File: config.mk
export PLATFORM = sky130hd
export DESIGN_NAME = trig_select_matrix
export DESIGN_NICKNAME = d
export VERILOG_FILES = /design/src/rtl/trig_select_matrix.sv
export SDC_FILE = /design/constraint.sdc
export NUM_CORES = 1
export LEC_CHECK = 0
export BUFFER_PORTS_ARGS = -buffer_cell sky130_fd_sc_hd__buf_2
export CAP_MARGIN = 20
export CORE_MARGIN = 5
export CORE_UTILIZATION = 56
export DETAILED_ROUTE_END_ITERATION = 10
export PLACE_DENSITY = 0.76
export SLEW_MARGIN = 20
export SYNTH_ARGS = -nofsm -noshare
export SYNTH_HDL_FRONTEND = slang
export SYNTH_SLANG_ARGS = --single-unit
File: constraint.sdc
create_clock -name clk -period 3.01 [get_ports clk]
set_input_delay 0.301 -clock clk [delete_from_list [all_inputs] [get_ports clk]]
set_output_delay 0.301 -clock clk [all_outputs]
set_load 0.01 [all_outputs]
File: src/rtl/trig_select_matrix.sv
module trig_select_matrix #(
  parameter int N_SRC = 18,
  parameter int N_MEM = 17,
  parameter int WIN_W = 16,
  parameter int IDX_W = 5
) (
  input  logic             clk,
  input  logic             rst_n,
  input  logic             cfg_we,
  input  logic [1:0]       cfg_sel,
  input  logic [IDX_W-1:0] cfg_idx,
  input  logic [N_MEM-1:0] cfg_wdata,
  input  logic [N_SRC-1:0] trig_in,
  output logic             fire_o,
  output logic [N_MEM-1:0] sel_mask_o,
  output logic             none_o
);
  localparam logic [1:0] SEL_ROW = 2'd0;
  localparam logic [1:0] SEL_WIN = 2'd1;
  localparam logic [1:0] SEL_EN  = 2'd2;

  logic [N_MEM-1:0] row_q [N_SRC];
  logic [WIN_W-1:0] win_q, cnt_q;
  logic [N_MEM-1:0] en_q, acc_q, hit, merged, out_mask;
  logic             busy_q, any_trig, closing;

  for (genvar i = 0; i < N_SRC; i++) begin : g_row
    always_ff @(posedge clk) begin
      if (!rst_n) row_q[i] <= '0;
      else if (cfg_we && cfg_sel == SEL_ROW && cfg_idx == IDX_W'(i)) row_q[i] <= cfg_wdata;
    end
  end

  always_ff @(posedge clk) begin
    if (!rst_n) begin
      win_q <= '0;
      en_q  <= '0;
    end else if (cfg_we) begin
      if (cfg_sel == SEL_WIN) win_q <= cfg_wdata[WIN_W-1:0];
      if (cfg_sel == SEL_EN)  en_q  <= cfg_wdata;
    end
  end

  always_comb begin
    hit = '0;
    for (int i = 0; i < N_SRC; i++)
      if (trig_in[i]) hit = hit | row_q[i];
  end

  assign any_trig = |trig_in;
  assign merged   = (busy_q ? acc_q : '0) | hit;
  assign out_mask = merged | ~en_q;
  assign closing  = busy_q ? (cnt_q == WIN_W'(1)) : (any_trig && win_q == '0);

  always_ff @(posedge clk) begin
    if (!rst_n) begin
      busy_q     <= 1'b0;
      cnt_q      <= '0;
      acc_q      <= '0;
      fire_o     <= 1'b0;
      none_o     <= 1'b0;
      sel_mask_o <= '0;
    end else begin
      fire_o <= closing;
      none_o <= closing && (out_mask == '0);
      if (closing) begin
        sel_mask_o <= out_mask;
        busy_q     <= 1'b0;
        acc_q      <= '0;
      end else if (busy_q) begin
        cnt_q <= cnt_q - WIN_W'(1);
        acc_q <= merged;
      end else if (any_trig) begin
        busy_q <= 1'b1;
        cnt_q  <= win_q;
        acc_q  <= hit;
      end
    end
  end

  AST_ZERO_WIN_NEXT: assert property (@(posedge clk) disable iff (!rst_n)
    (!busy_q && any_trig && win_q == '0) |=> fire_o);
  AST_WIN_OPENS_QUIET: assert property (@(posedge clk) disable iff (!rst_n)
    (!busy_q && any_trig && win_q != '0) |=> (busy_q && !fire_o));
  AST_FIRE_HAS_CAUSE: assert property (@(posedge clk) disable iff (!rst_n)
    fire_o |-> $past(busy_q || any_trig));
  AST_DISABLED_READ: assert property (@(posedge clk) disable iff (!rst_n)
    fire_o |-> ((sel_mask_o | $past(en_q)) == {N_MEM{1'b1}}));
  AST_NONE_WITH_FIRE: assert property (@(posedge clk) disable iff (!rst_n)
    none_o |-> (fire_o && sel_mask_o == '0));
  AST_MASK_HELD: assert property (@(posedge clk) disable iff (!rst_n)
    !fire_o |-> $stable(sel_mask_o));
endmodule

Word level (Yosys, flattened, before mapping):

Memory sizes are Yosys's and may differ from the RTL's.
Cells that the tools add are included.

* register bits after elaboration: 86
* bits in writable memories: 306
* input bits: 45
* output and inout port bits: 19
* logic and storage cells: 200
* memories kept: 1

Memories
* row_q: depth 18, bits a word 17, rd ports 18, clocked after Yosys merged registers in 0, write ports 18, line 22 `logic [N_MEM-1:0] row_q [N_SRC];`

* $add $sub $neg: 1
* equal/unequal tests: 20
* muxes and demuxes: 99
* bitwise operators: 40
* reductions and logical operators: 31

Operators with widths (count)
* $mux W17: 39
* $or A17 B17 Y17: 19
* $mux W1: 58
* $eq A5 B4 Y1 const B: 8
* $mux W16: 2
* $logic_and A1 B1 Y1: 21
* $eq A5 B3 Y1 const B: 4
* $or A1 B1 Y1: 18
* $reduce_or A18 Y1: 1
* $logic_not A17 Y1: 1
* $not A17 Y17: 1
* $eq A16 B1 Y1 const B: 1
* $logic_not A16 Y1: 1
* $sub A16 B1 Y16 const B: 1
* $eq A5 B2 Y1 const B: 2
* $eq A5 B5 Y1 const B: 2
* $reduce_and A2 Y1: 3
* $eq A5 B1 Y1 const B: 1
* $logic_not A5 Y1: 1
* $eq A2 B1 Y1 const B: 1
* $eq A2 B2 Y1 const B: 1
* $logic_not A2 Y1: 1
* $not A1 Y1: 2
* $reduce_bool A2 Y1: 1
* $reduce_or A2 Y1: 1

Longest topological paths before layout:

* depth after elaboration: 39
* depth in mapped cells: 10

Worst setup path before layout:

No wires, ideal clock.

* kind: in2reg
* start: input cfg_sel[1]
* end: memory row_q[4][0] (enable)
* setup time: 415 ps
* arrival: 2646 ps
* data required time: 2595 ps
* slack: -50 ps
* cell stages on the path: 5
* buffers on the path: 1
* path through: or3b_1 -> or2_1 -> or3_1 -> clkbuf_1 -> o21ai_0

RTL lines
* start, declared: line 10 `input logic [1:0] cfg_sel,`
* end, declared: line 22

==> results.sh <==
export IMPL_outcome="complete, no violations"
export IMPL_clk_path_buf_depth=3
export IMPL_syn_cell_area_um2=16930
export IMPL_yosys_most_used_dff="edfxtp_1"
export IMPL_cp_num_buf_inv=0
export IMPL_grt_usage=0.3183
export IMPL_core_area_um2=29720
export IMPL_final_max_slew_viol_count=0
export IMPL_drv_cap=0
export IMPL_path_clk_slew_ns=0.06
export IMPL_cts_setup_buffers=0
export IMPL_wire_per_inst_um=28.76
export IMPL_fin_worst_skew_ns=0.01475
export IMPL_stdcell_count=1905
export IMPL_cts_sinks=392
export IMPL_dp_hpwl_um=33750
export IMPL_syn_to_final_growth_pct=13.35
export IMPL_design_die_area_um2=33810
export IMPL_cts_resized=0
export IMPL_synth_edff_count=306
export IMPL_grt_pass1_wl_um=78690
export IMPL_gp_congestion=0.9454
export IMPL_hold_class="input pin to flip-flop"
export IMPL_crit_fanout=2
export IMPL_ys_warn_count=0
export IMPL_crit_family="simple AND/OR/NAND/NOR gates"
export IMPL_finalSetupViolations=0
export IMPL_port_buffers=63
export IMPL_utilization=0.6457
export IMPL_max_freq_ghz=0.3586
export IMPL_ir_drop_mv=0.4816
export IMPL_syn_inst=1425
export IMPL_ys_seq_area_frac=0.6444
export IMPL_root_buffer="clkbuf_16"
export IMPL_vias_per_cell=6.658
export IMPL_critical_path_required_ns=3.46
export IMPL_fillCellCount=2232
export IMPL_nets=1531
export IMPL_syn_nets=1472
export IMPL_drtIter0Drc=2171
export IMPL_firstDrtPassIters=6
export IMPL_routed_wl_um=54780
export IMPL_power_leakage_uw=0.006952
export IMPL_die_h_um=183.9
export IMPL_crit_slowest_cell="a222oi_1"
export IMPL_finalSetupTns_ns=0
export IMPL_dp_cells=1831
export IMPL_placedInstanceArea_um2=17910
export IMPL_grt_pass1_vias=12180
export IMPL_ys_seq_elements=392
export IMPL_tightest_slew_ns=1.078
export IMPL_avgSynthCellArea_um2=11.88
export IMPL_postRouteAntennaNets=0
export IMPL_grt_overflow_total=0
export IMPL_num_vias=12683
export IMPL_grt_max_degree=53
export IMPL_fin_crit_sh=0.9265
export IMPL_cts_made_buffers=41
export IMPL_drive_gt1_frac=0.1493
export IMPL_hold_viol_final=0
export IMPL_cp_start_kind="flip-flop"
export IMPL_postCtsHoldBufs=0
export IMPL_max_slew_margin=0.2814
export IMPL_io_pins=64
export IMPL_ctsHtreeMaxLevel=2
export IMPL_cts_tree="yes"
export IMPL_drc_errors=0
export IMPL_power_density_nw_per_um2=657.5
export IMPL_initial_core_util=0.5697
export IMPL_critPathKind="flip-flop to flip-flop"
export IMPL_path_cells="a222oi_1, nand2_1, or4_1, or4_1, or4_1, nor4b_2"
export IMPL_synth_cell_types=53
export IMPL_rsz0062_at_grt="false"
export IMPL_cp_end_kind="flip-flop"
export IMPL_die_x_um=183.9
export IMPL_period_needed_ns=2.789
export IMPL_antenna_found_initial=2
export IMPL_clk_latency_ns=0.53
export IMPL_cp_common_cell="or4_1"
export IMPL_finalInstanceArea_um2=19190
export IMPL_async_flop_share=0
export IMPL_timing_hold_ws_ns=0.1721
export IMPL_max_stage_delay_ns=0.60
export IMPL_critPathArrivalTime_ns=3.23
export IMPL_std_cell_rows=63
-- layout by cell type (no fill, tap or decap), types with 4 or more instances in the layout --
cell / count
and2_1: 317
edfxtp_1: 306
nand2_1: 148
dfxtp_1: 85
a22oi_1: 84
buf_4: 70
buf_2: 63
a21oi_1: 56
nor2_1: 51
clkbuf_16: 41
a22o_1: 27
a221oi_1: 25
nor3_1: 18
o21ai_2: 17
a222oi_1: 17
nor4_1: 13
nand3_1: 11
and4_1: 11
a31oi_1: 11
nand4_1: 10
or3_1: 9
clkinv_2: 9
clkbuf_1: 8
inv_1: 6
clkinv_1: 6
or4_1: 5
a311oi_1: 5
o32ai_1: 5
or2_2: 4
nand2b_1: 4
and3_1: 4
mux2i_1: 4
o21ai_1: 4
-- kinds of logic (layout without fill, tap and decap cells) --
family / Yosys count / in the layout / share of synthesized area
simple gates: 623 / 623 / 0.2028
flops: 392 / 392 / 0.6444
compound gates: 275 / 275 / 0.1177
buf+inv: 127 / 216 / 0.02986
mux: 6 / 6 / 0.003695
fa+ha+maj: 2 / 2 / 0.001478
other cells: 0 / 1 / 0
-- power by group --
| group | total, uW | internal [uW] | switching (uW) |
|---|---|---|---|
| Sequential | 6350 | 6170 | 178 |
| Combinational | 1380 | 453 | 931 |
| Clock | 4880 | 2810 | 2070 |
| Total | 12600 | 9440 | 3180 |
-- metrics by stage --
step	total power [uW]	setup WS [ns]
floorplan	7229	-0.05044
CTS	12580	0.3085
global route	12980	0.1903
detailed placement	7802	0.2499
finish	12620	0.2211
global placement	7757	0.3013
-- cell usage after synthesis, types with 10 or more instances --
cell type,number,share of area
nor4_1,13,0.0048
dfxtp_1,86,0.10
nand3_1,11,0.0033
and2_1,317,0.12
a221oi_1,25,0.013
a22o_1,27,0.014
nand2_1,148,0.033
a31oi_1,11,0.0041
nor3_1,20,0.0059
o21ai_0,20,0.0059
a21oi_1,56,0.017
nor2_1,51,0.011
and4_1,11,0.0057
clkbuf_1,98,0.022
a222oi_1,17,0.010
a22oi_1,84,0.037
buf_2,11,0.0033
nand4_1,10,0.0037
edfxtp_1,306,0.54
-- metal layers --
metal,GRT usage,routed length (um),up-vias
met1,0.4124,19130,6088
met5,0,34,-
met2,0.4933,24630,1009
li1,-,-,5337
met3,0.08310,7305,245
met4,0.1727,3682,4
-- layout make-up --
cell class	count	area [um^2]	area share
repair buffers	136	900.9	0.04695
clock inverters	22	188.9	0.009845
diodes	1	2.502	0.0001304
well taps	390	488.0	0.02543
inverters	7	26.28	0.001369
flip-flops and latches	392	10910	0.5686
multi-input cells	906	5588	0.2912
clock buffers	51	1084	0.05646
-- state kept, by name, indices dropped and copies added (netlist names) --
signal and flops:
row_q 306, acc_q 17, none_o 1, cnt_q 16, sel_mask_o 17, en_q 17, fire_o 1, busy_q 1
win_q 16
-- path summary, 6_finish.rpt --
path	from	to	slack [ns]	depth (start not counted)
max	row_q[3][14]$_SDFFCE_PN0P_	none_o$_SDFF_PN0_	0.22	6
min	rst_n	fire_o$_SDFF_PN0_	0.17	3
max reg2reg	row_q[3][14]$_SDFFCE_PN0P_	none_o$_SDFF_PN0_	0.22	6
min reg2reg	en_q[1]$_SDFFE_PN0P_	en_q[1]$_SDFFE_PN0P_	0.45	2
-- worst reg2reg max path, cell delays in order (launching register included) --
cell and delay [ns]:
edfxtp_1 0.37, a222oi_1 0.60, nand2_1 0.09, or4_1 0.48, or4_1 0.53, or4_1 0.42
nor4b_2 0.22
(Power assumes the default switching activity.)
